File: src/rtl/dar_pkg.sv
package dar_pkg;
  localparam int OFS_W = 16;
  localparam int SEG_W = 8;
  localparam int PA_W  = OFS_W + SEG_W;
  localparam int DIR_W = 11;

  typedef enum logic [1:0] {
    TGT_RAM    = 2'd0,
    TGT_SFR_ON = 2'd1,
    TGT_SFR_EX = 2'd2,
    TGT_EXTMEM = 2'd3
  } target_e;

  // Clear bit 0 of an offset for word accesses.
  function automatic logic [OFS_W-1:0] align_ofs(input logic [OFS_W-1:0] ofs,
                                                 input logic word);
    return word ? {ofs[OFS_W-1:1], 1'b0} : ofs;
  endfunction

  // Stack accesses pin the data segment; otherwise the request chooses.
  function automatic logic [SEG_W-1:0] pick_seg(input logic stack, input logic use_es,
                                                input logic [SEG_W-1:0] ds,
                                                input logic [SEG_W-1:0] es);
    return (!stack && use_es) ? es : ds;
  endfunction

  function automatic logic [3:0] tgt_onehot(input target_e t);
    return 4'b0001 << t;
  endfunction
endpackage

File: src/rtl/dar_seg_select.sv
module dar_seg_select
  import dar_pkg::*;
#(
  parameter int SW = SEG_W
) (
  input  logic          stack_i,
  input  logic          use_es_i,
  input  logic [SW-1:0] ds_i,
  input  logic [SW-1:0] es_i,
  output logic [SW-1:0] seg_o
);
  always_comb seg_o = pick_seg(stack_i, use_es_i, ds_i, es_i);
endmodule

File: src/rtl/dar_target_decode.sv
module dar_target_decode
  import dar_pkg::*;
#(
  parameter int OW            = OFS_W,
  parameter int DW            = DIR_W,
  parameter int INT_RAM_BYTES = 1024,
  parameter int BIT_BYTES     = 64
) (
  input  logic [OW-1:0] ofs_i,
  input  logic          direct_i,
  output target_e       tgt_o,
  output logic          in_sfr_o,
  output logic          bitable_o
);
  localparam int SFR_BASE = 1 << (DW - 1);
  localparam int SFR_EXT  = SFR_BASE + (SFR_BASE / 2);
  localparam int BIT_TOP  = SFR_BASE + BIT_BYTES;

  logic [DW-1:0] dir_addr;
  assign dir_addr = ofs_i[DW-1:0];

  always_comb begin
    in_sfr_o  = 1'b0;
    bitable_o = 1'b0;
    if (direct_i) begin
      if (int'(dir_addr) < SFR_BASE) begin
        tgt_o = TGT_RAM;
      end else begin
        in_sfr_o  = 1'b1;
        tgt_o     = (int'(dir_addr) < SFR_EXT) ? TGT_SFR_ON : TGT_SFR_EX;
        bitable_o = int'(dir_addr) < BIT_TOP;
      end
    end else begin
      tgt_o = (int'(ofs_i) < INT_RAM_BYTES) ? TGT_RAM : TGT_EXTMEM;
    end
  end
endmodule

File: src/rtl/dmem_addr_router.sv
module dmem_addr_router
  import dar_pkg::*;
#(
  parameter int INT_RAM_BYTES = 1024,
  parameter int BIT_BYTES     = 64
) (
  input  logic             clk,
  input  logic             rst_n,
  input  logic             req_valid,
  input  logic [15:0]      req_offset,
  input  logic             req_direct,
  input  logic             req_word,
  input  logic             req_bit,
  input  logic             req_stack,
  input  logic             req_use_es,
  input  logic [7:0]       ds_i,
  input  logic [7:0]       es_i,
  output logic             out_valid,
  output logic [23:0]      phys_addr,
  output logic [22:0]      word_addr,
  output logic [3:0]       sel,
  output logic             bitable,
  output logic             bit_err,
  output logic             align_warn
);
  localparam int SFR_BASE = 1 << (DIR_W - 1);
  localparam int BIT_TOP  = SFR_BASE + BIT_BYTES;

  logic [SEG_W-1:0] seg_w;
  logic [OFS_W-1:0] aofs_w;
  logic [OFS_W-1:0] eofs_w;
  target_e          tgt_w;
  logic             in_sfr_w;
  logic             bitable_w;
  logic [PA_W-1:0]  pa_w;
  logic             misalign_w;

  assign aofs_w     = align_ofs(req_offset, req_word);
  // Direct operands see only the low DIR_W bits.
  assign eofs_w     = req_direct ? {{(OFS_W-DIR_W){1'b0}}, aofs_w[DIR_W-1:0]} : aofs_w;
  assign misalign_w = req_word & req_offset[0];

  dar_seg_select u_seg (
    .stack_i (req_stack),
    .use_es_i(req_use_es),
    .ds_i    (ds_i),
    .es_i    (es_i),
    .seg_o   (seg_w)
  );

  dar_target_decode #(
    .INT_RAM_BYTES(INT_RAM_BYTES),
    .BIT_BYTES    (BIT_BYTES)
  ) u_dec (
    .ofs_i    (eofs_w),
    .direct_i (req_direct),
    .tgt_o    (tgt_w),
    .in_sfr_o (in_sfr_w),
    .bitable_o(bitable_w)
  );

  // SFR window is segment-free.
  assign pa_w = in_sfr_w ? {{SEG_W{1'b0}}, eofs_w} : {seg_w, eofs_w};

  always_ff @(posedge clk) begin
    if (!rst_n || !req_valid) begin
      out_valid  <= 1'b0;
      phys_addr  <= '0;
      sel        <= '0;
      bitable    <= 1'b0;
      bit_err    <= 1'b0;
      align_warn <= 1'b0;
    end else begin
      out_valid  <= 1'b1;
      phys_addr  <= pa_w;
      sel        <= tgt_onehot(tgt_w);
      bitable    <= bitable_w;
      bit_err    <= req_bit & in_sfr_w & ~bitable_w;
      align_warn <= misalign_w;
    end
  end

  assign word_addr = phys_addr[PA_W-1:1];

  // one-hot target when valid, nothing when idle
  a_r9_onehot_sel: assert property (@(posedge clk) disable iff (!rst_n)
    out_valid |-> $onehot(sel));
  a_r9_idle_quiet: assert property (@(posedge clk) disable iff (!rst_n)
    !out_valid |-> (sel == 4'b0 && !align_warn && !bit_err));
  // indirect requests never reach the SFR window
  a_r4_no_indirect_sfr: assert property (@(posedge clk) disable iff (!rst_n)
    (req_valid && !req_direct) |=> (sel[1] == 1'b0 && sel[2] == 1'b0));
  // SFR addresses carry no segment bits
  a_r2_sfr_unsegmented: assert property (@(posedge clk) disable iff (!rst_n)
    (sel[1] || sel[2]) |-> (phys_addr[PA_W-1:DIR_W] == '0));
  // word accesses land on an even address
  a_r6_word_even: assert property (@(posedge clk) disable iff (!rst_n)
    (req_valid && req_word) |=> (phys_addr[0] == 1'b0));
  // warning lasts exactly the cycle after the odd word request
  a_r8_warn_cause: assert property (@(posedge clk) disable iff (!rst_n)
    align_warn |-> ($past(req_valid) && $past(req_word) && $past(req_offset[0])));
  // bitable only inside the low SFR slice
  a_r3_bitable_range: assert property (@(posedge clk) disable iff (!rst_n)
    bitable |-> (sel[1] && int'(phys_addr) < BIT_TOP));
  a_r3_biterr_excl: assert property (@(posedge clk) disable iff (!rst_n)
    bit_err |-> (!bitable && (sel[1] || sel[2])));
endmodule

File: config.mk
export PLATFORM = sky130hd
export DESIGN_NAME = dmem_addr_router
export DESIGN_NICKNAME = d
export VERILOG_FILES = /design/src/rtl/dar_pkg.sv /design/src/rtl/dar_seg_select.sv /design/src/rtl/dar_target_decode.sv /design/src/rtl/dmem_addr_router.sv
export SDC_FILE = /design/constraint.sdc
export NUM_CORES = 1
export LEC_CHECK = 0
export CORE_ASPECT_RATIO = 0.9
export CORE_UTILIZATION = 38
export CTS_BUF_LIST = sky130_fd_sc_hd__clkbuf_8
export DETAILED_ROUTE_END_ITERATION = 12
export PLACE_DENSITY = 0.95
export SLEW_MARGIN = 15
export SYNTH_ARGS = -nofsm -noshare
export SYNTH_HDL_FRONTEND = slang
export SYNTH_HIERARCHICAL = 1
export SYNTH_SLANG_ARGS = --single-unit
export TNS_END_PERCENT = 5
File: constraint.sdc
create_clock -name clk -period 3.1 [get_ports clk]
set_input_delay 0.775 -clock clk [delete_from_list [all_inputs] [get_ports clk]]
set_output_delay 0.775 -clock clk [all_outputs]
set_load 0.005 [all_outputs]
==> After elaboration in Yosys (flattened, before gate mapping) <==
Index checks and enable logic that the tools add are counted.
{ "op_classes": {"bitwise": 4, "n_lt_le_gt_ge": 4, "reduce_logical": 6, "n_shift": 1, "n_mux": 12} }
{ "ops": {"columns": ["operator", "count"], "rows": [
  ["11-bit less-than comparator (second input constant)", 3],
  ["16-bit by 11-bit less-than comparator with 1-bit output (second input constant)", 1],
  ["16-bit 2-to-1 mux", 1],
  ["2-bit 2-to-1 mux", 4],
  ["8-bit 2-to-1 mux", 1],
  ["1-bit 2-to-1 mux", 6],
  ["1-bit by 2-bit left shift with 4-bit output (first input constant)", 1],
  ["1-bit bitwise AND", 3],
  ["1-bit zero test", 3],
  ["2-bit OR reduction", 1],
  ["1-bit logical AND", 1],
  ["1-bit logical OR", 1],
  ["1-bit inverter", 1]
]} }
{ "word_totals": {"register_bits": 32, "wordCells": 34} }

==> Depth between registers and ports, before layout <==
Gate-level depths: netlist of the first run.
{ "depth": {"depth_word": 7, "mapped_depth": 4, "ltp_nobuf": 4} }

==> Hierarchy <==
Netlist of the first run, hierarchy kept.
{ "by_module_without_submodules": {"columns": ["mod", "instances", "seq_area_each_um2", "area_per_inst_um2", "cells_each"], "rows": [
  ["dmem_addr_router", 1, 640.6, 1083.5, 98],
  ["dar_seg_select", 1, 0.0, 145.1, 10],
  ["dar_target_decode", 1, 0.0, 60.1, 9]
]} }

==> Worst setup path after synthesis of the first run <==
Ideal clock, no wire load.
{ "synth_path": {"kind": "input -> register", "start": "input req_offset[13]", "end": "register sel[3]", "path_buffers": 0, "stages": 4, "slack_ps": 1474, "arrival_time_ps": 1511, "required_ps": 2984, "path_cell_list": "nor2b_1 > nor4_2 > a22oi_1 > and3_1"} }
{ "synth_between": {"elab_chain_len": 5} }
{ "synth_lines": {"columns": ["item", "line", "text"], "rows": [
  ["start, declared", "dmem_addr_router.sv:10", "input logic [15:0] req_offset,"],
  ["16-bit 2-to-1 mux", "dmem_addr_router.sv:40", "assign eofs_w = req_direct ? {{(OFS_W-DIR_W){1'b0}}, aofs_w[DIR_W-1:0]} : aofs_w;"],
  ["16-bit by 11-bit less-than comparator with 1-bit output", "dar_target_decode.sv:34", "tgt_o = (int'(ofs_i) < INT_RAM_BYTES) ? TGT_RAM : TGT_EXTMEM;"],
  ["2-bit 2-to-1 mux", "dar_target_decode.sv:34", null],
  ["2-bit 2-to-1 mux", "dar_target_decode.sv:25", "if (direct_i) begin"],
  ["named net tgt_w[1]", "dmem_addr_router.sv:32", "target_e tgt_w;"],
  ["1-bit by 2-bit left shift with 4-bit output", "dar_pkg.sv:28", "return 4'b0001 << t;"],
  ["end signal, assigned", "dmem_addr_router.sv:76", "sel <= tgt_onehot(tgt_w);"],
  ["end, declared", "dmem_addr_router.sv:21", "output logic [3:0] sel,"]
]} }
The timed path passes the listed nets, and every way through them passes these cells.
A chain may end at the register's enable or synchronous reset.

==> Final worst setup path of the first run <==
{ "layout_path": {"start": "input req_direct", "end": "register sel[2]"} }
{ "layout_between": {"elab_chain_len": 5} }
{ "layout_lines": {"columns": ["item", "line", "text"], "rows": [
  ["start, declared", "dmem_addr_router.sv:11", "input logic req_direct,"],
  ["16-bit 2-to-1 mux", "dmem_addr_router.sv:40", null],
  ["named net eofs_w[13]", "dmem_addr_router.sv:31", "logic [OFS_W-1:0] eofs_w;"],
  ["16-bit by 11-bit less-than comparator with 1-bit output", "dar_target_decode.sv:34", null],
  ["2-bit 2-to-1 mux", "dar_target_decode.sv:34", null],
  ["2-bit 2-to-1 mux", "dar_target_decode.sv:25", null],
  ["named net tgt_w[0]", "dmem_addr_router.sv:32", null],
  ["1-bit by 2-bit left shift with 4-bit output", "dar_pkg.sv:28", null]
]} }
The timed path passes the listed nets, and every way through them passes these cells.

==> results_dict.tcl, run 1 <==
set metrics [dict create \
    routabilityCongestion 0.747 \
    first_pass_grt_wire_length_um 4440 \
    core_area_um2 3140 \
    area_of_the_mapped_netlist_um2 1290 \
    critical_path_peak_fanout 8 \
    first_pass_iters 4 \
    hold-worst-slack_ns 1.04 \
    via_count_of_the_first_global_routing_pass 997 \
    ios 95 \
    fillerInstances 245 \
    critical-path-max-stage-delay_ns 0.62 \
    finalSetupViolCount 0 \
    cts_htree_levels 2 \
    critical_path.top_delay_family "simple AND/OR/NAND/NOR gates" \
    detail_route.iter0.violations 46 \
    placementRows 19 \
    total_leakage_power_nw 0.904 \
    timing.final.max_slew_violations 0 \
    post_cts.resized_instances 0 \
    cap_viol_max_count 0 \
    timing_hold_violations_final 0 \
    nets 232 \
    cts_hold_buf 0 \
    grt_start_max_net_pins 14 \
    antenna_found_initial 0 \
    post_drt_wl_per_cell_um 11.4 \
    min_path_cells 3 \
    yosys.cell_types.count 21 \
    cts_setup_buffers 0 \
    final_sum_of_negative_setup_slack_ns 0 \
    tritoncts_sink_count 32 \
    avgSynthCellArea_um2 11.0 \
    final_antenna_net_count 0 \
    grtUsageTotal_pct 16.4 \
    post_synth_most_frequent_cells "sky130_fd_sc_hd__dfxtp_1 (32), sky130_fd_sc_hd__buf_4 (23), sky130_fd_sc_hd__and2_1 (16)" \
    initial_core_util_pct 41.1 \
    async_reset_ff_share_pct 0 \
    p_per_area_nw_per_um2 409 \
    worstSetupPathDepth 5 \
    cts_buffers 5 \
    clk_pin_slew_ns 0.06 \
    portBuffers 94 \
    synthesis.nets 157 \
    cts-root-buf "sky130_fd_sc_hd__clkbuf_8" \
    worst_setup_path_end_kind "flip-flop" \
    cts_tree "built" \
    post-synth-top-count-cell "sky130_fd_sc_hd__dfxtp_1" \
    synth-edff-count 0 \
    max-slew-margin-rel_pct 72.9 \
    netlist_instances 117 \
    post_route_fraction_of_the_period_consumed_by_the_critical_path_pct 67.5 \
    antenna_cells_inserted 0 \
    synth.yosys.seq_area_share_pct 49.7 \
    chipHeight_um 57.2 \
    cp.required_ns 3.28 \
    power.ir.vdd_worst_mv 0.209 \
    synth_warnings 6 \
    timing.final.crit_period_ns 2.09 \
    critPathArrivalTime_ns 2.28 \
    via_count 1041 \
    synth_top_area_share_pct 49.7 \
    ys_top_cells_by_area "sky130_fd_sc_hd__dfxtp_1 (50%), sky130_fd_sc_hd__buf_4 (13%), sky130_fd_sc_hd__mux2_4 (9.3%)" \
    detailed_place_hpwl_um 2150 \
    rsz0062_at_grt "false" \
    max_freq_mhz 478 \
    crit_slowest_cell "sky130_fd_sc_hd__clkdlybuf4s50_1" \
    totalWireLength_um 2670 \
    path_cells "clkdlybuf4s50_1 > nor2b_1 > nor4_2 > a22oi_1 > nor3b_1" \
    chipWidth_um 63.4 \
    synthFlopType "sky130_fd_sc_hd__dfxtp_1" \
    remaining_drc_errors 0 \
    max-clock-path-buffers 2 \
    post_route_cells_drive_above_1_share_pct 9.84 \
    postSynthRegisterBits 32 \
    critPathKind "input port to flip-flop" \
    outcome "completed" \
    worstHoldPathType "input port to flip-flop" \
    timing.critical_path.from_type "input port" \
    areaGrowthSynthToFinish_pct 69.0 \
    yosys.area.top_type "sky130_fd_sc_hd__dfxtp_1" \
    via_count_normalized_by_instance_count 4.43 \
    path_buf_inv 1 \
    dieArea_um2 3630 \
    worst-slew-pin-transition_ns 0.405 \
    grt_overflow 0 \
]
-- power breakdown --
part | total [mW] | switching [mW] | internal, mW | leakage (nW)
clock network | 0.307 | 0.133 | 0.174 | 0.0538
registers | 0.433 | 0.00649 | 0.426 | 0.262
logic | 0.152 | 0.0416 | 0.110 | 0.589
-- path summary, 6_finish.rpt --
| path | to | start |
|---|---|---|
| setup / recovery | sel[2] | req_direct |
| hold / removal | bit_err | req_bit |
-- area by class of cell --
class	instances	area [um2]	share of cell area, %
Tap cell	42	52.6	2.41
Timing Repair Buffer	94	941	43.2
Clock buffer	6	82.6	3.79
Sequential cell	32	641	29.4
Clock inverter	2	7.51	0.345
Inverter	1	6.26	0.287
Multi-Input combinational cell	58	448	20.6
-- cell families (layout without fill, tap and decap cells) --
group / after synthesis / in the layout / synth area share, %
flops: 32 / 32 / 49.7
compound gates: 2 / 2 / 1.16
buf+inv: 27 / 103 / 15.5
mux: 8 / 8 / 9.32
simple gates: 48 / 48 / 24.3
-- state kept, by name (all words and copies together) (netlist names) --
register / cells
align_warn: 1
bit_err: 1
bitable: 1
out_valid: 1
phys_addr: 24
sel: 4
-- metrics by stage --
| stage | power, mW | area, um2 | setup slack, ns | util, % | cells |
|---|---|---|---|---|---|
| finish | 0.891 | 2180 | 1.01 | 69.4 | 235 |
| CTS | 0.904 | 2180 | 0.978 | 69.4 | 235 |
| global placement | 0.591 | 2090 | 0.851 | 66.5 | 227 |
| floorplan | 0.503 | 1290 | 1.47 | - | 117 |
| detailed placement | 0.595 | 2090 | 0.707 | 66.5 | 227 |
| global route | 0.942 | 2180 | 0.872 | 69.4 | 235 |
-- routing by layer --
layer | global-route usage (%) | vias up | wire length, um
met3 | 7.20 | 9 | 281
li1 | - | 510 | -
met2 | 29.6 | 68 | 1360
met4 | 8.77 | 0 | 66
met1 | 15.6 | 454 | 964
met5 | 0 | - | 0
-- cell usage in the layout, fill, tap and decap left out, drive strengths merged, types with 2 or more instances in the layout --
cell type,count
clkdlybuf4s50,94
dfxtp,32
and2,16
and3,13
mux2,8
nor2b,6
clkbuf,6
nand2,3
inv,3
nor3b,2
nor3,2
a22oi,2
nor4,2
nand2b,2
-- tightest hold or removal path, stage by stage --
cell	delay, ns
sky130_fd_sc_hd__clkdlybuf4s50_1	0.40
sky130_fd_sc_hd__nand2_1	0.06
sky130_fd_sc_hd__nor3_1	0.04
Power figures use the tool's default switching activity.
==> inputs of run 2 (changes only) <==
CORE_UTILIZATION = 31   (was 38)
PLACE_DENSITY = 0.87   (was 0.95)
clock period = 1.9 ns   (was 3.1 ns; I/O delays follow)
==> results_dict.tcl, run 2 (synthesis gave the netlist of run 1 again) <==
set metrics [dict create \
    final_antenna_net_count 0 \
    max_freq_mhz 599 \
    grt_most_used_layer "met2" \
    worst_setup_path_end_kind "flip-flop" \
    critical-path-max-stage-delay_ns 0.48 \
    remaining_drc_errors 0 \
    p_per_area_nw_per_um2 643 \
    chipHeight_um 63.2 \
    final_sum_of_negative_setup_slack_ns 0 \
    portBuffers 94 \
    via_count_of_the_first_global_routing_pass 1014 \
    detail_route.iter0.violations 24 \
    critPathKind "input port to flip-flop" \
    power.ir.vdd_worst_mv 0.239 \
    final_cell_mix "sky130_fd_sc_hd__clkdlybuf4s50_1 (94), sky130_fd_sc_hd__dfxtp_1 (32), sky130_fd_sc_hd__and2_1 (16), sky130_fd_sc_hd__and3_1 (13), sky130_fd_sc_hd__mux2_4 (8)" \
    grt_overflow 0 \
    top_registers "phys_addr x24, sel x4" \
    detailedPlace.worstSlack_ns -0.0678 \
    chipWidth_um 70.0 \
    timing_hold_violations_final 0 \
    worst-slew-pin-transition_ns 0.313 \
    timing.final.crit_period_ns 1.67 \
    max_ffs_per_register 24 \
    power_mw 1.40 \
    cp.required_ns 2.10 \
    multiInputGateArea_um2 448 \
    areaGrowthSynthToFinish_pct 69.5 \
    max-slew-margin-rel_pct 79.2 \
    rsz0062_at_grt "false" \
    total_leakage_power_nw 0.901 \
    core_area_um2 3840 \
    detailed_place_hpwl_um 2220 \
    max-clock-path-buffers 2 \
    final-instance-count-excl-fill 239 \
    totalWireLength_um 2780 \
    cts_htree_levels 2 \
    via_count_normalized_by_instance_count 4.34 \
    first_pass_iters 2 \
    post-route-util_pct 56.9 \
    largest-register "phys_addr" \
    crit_slowest_cell "sky130_fd_sc_hd__clkdlybuf4s50_1" \
    post_route_fraction_of_the_period_consumed_by_the_critical_path_pct 87.9 \
    cts-root-buf "sky130_fd_sc_hd__clkbuf_8" \
    cap_viol_max_count 0 \
    initial_core_util_pct 33.6 \
    first_pass_grt_wire_length_um 4610 \
    cts_setup_buffers 0 \
    final_common_cell "sky130_fd_sc_hd__clkdlybuf4s50_1" \
    critPathArrivalTime_ns 1.87 \
    dieArea_um2 4420 \
    routabilityCongestion 0.714 \
    post_route_cells_drive_above_1_share_pct 10.9 \
    tritoncts_sink_count 32 \
    placementRows 21 \
    path_cells "clkdlybuf4s50_1 > buf_4 > nor2b_1 > nor2_1 > a22oi_1 > nor3b_1" \
    worstHoldPathType "input port to flip-flop" \
    cts_hold_buf 0 \
    via_count 1038 \
    post_place_cells 234 \
    clk_pin_slew_ns 0.06 \
    fillerInstances 333 \
    post_cts.resized_instances 0 \
    grtUsageMet3_pct 5.60 \
    cts_buffers 5 \
    grt_start_max_net_pins 12 \
    grtUsageTotal_pct 13.8 \
    ios 95 \
    global_routing_met1_resource_utilization_pct 14.0 \
    min_path_cells 3 \
    grt.met2_usage_pct 24.3 \
    timing.critical_path.from_type "input port" \
    antenna_found_initial 0 \
    critical_path_peak_fanout 5 \
    finalSetupViolCount 0 \
    antenna_cells_inserted 0 \
    cts_tree "built" \
    outcome "completed" \
    setup_slack_ns 0.230 \
    nets 235 \
    regArea_um2 641 \
    timing.final.max_slew_violations 0 \
    post_drt_wl_per_cell_um 11.6 \
]
-- run 2: changes by cell type in the layout (fill, tap and decap cells not counted), sizes merged --
| cell | delta |
|---|---|
| clkbuf | -1 |
| buf | +3 |
| inv | -2 |
-- run 2: final timing paths --
path / from / end / slack (ns)
worst max-delay path: req_direct / sel[2] / 0.23
worst min-delay path: req_bit / bit_err / 0.74
-- run 2: where the power goes --
group | switching [mW] | internal [mW] | total, mW
clock network | 0.210 | 0.235 | 0.445
logic | 0.0690 | 0.184 | 0.253
registers | 0.0102 | 0.696 | 0.706
-- run 2: layer usage --
metal	vias to the layer above	share of wire (%)
met5	-	0
met4	0	0.97
met3	2	9.2
met2	68	53
met1	456	37
li1	512	-
-- run 2: per-stage QoR --
| step | area [um2] | hold slack [ns] |
|---|---|---|
| after floorplan | 1290 | 0.600 |
| after global placement | 2120 | 1.02 |
| after detailed placement | 2120 | 1.02 |
| after CTS | 2180 | 0.728 |
| after global routing | 2180 | 0.721 |
| final | 2180 | 0.736 |
-- run 2: final cells by class --
type,instances,share of cell area [%]
flip-flops and latches,32,29.3
well taps,46,2.63
clock buffers,5,3.15
inverters,1,0.286
multi-input cells,58,20.5
repair buffers,97,44.1
-- run 2: worst max-delay path: cells and delay by family --
family / cells / cell delay [ns]
buffers and inverters: 2 / 0.66
AOI/OAI and AO/OA: 1 / 0.29
and+or+nand+nor: 3 / 0.43
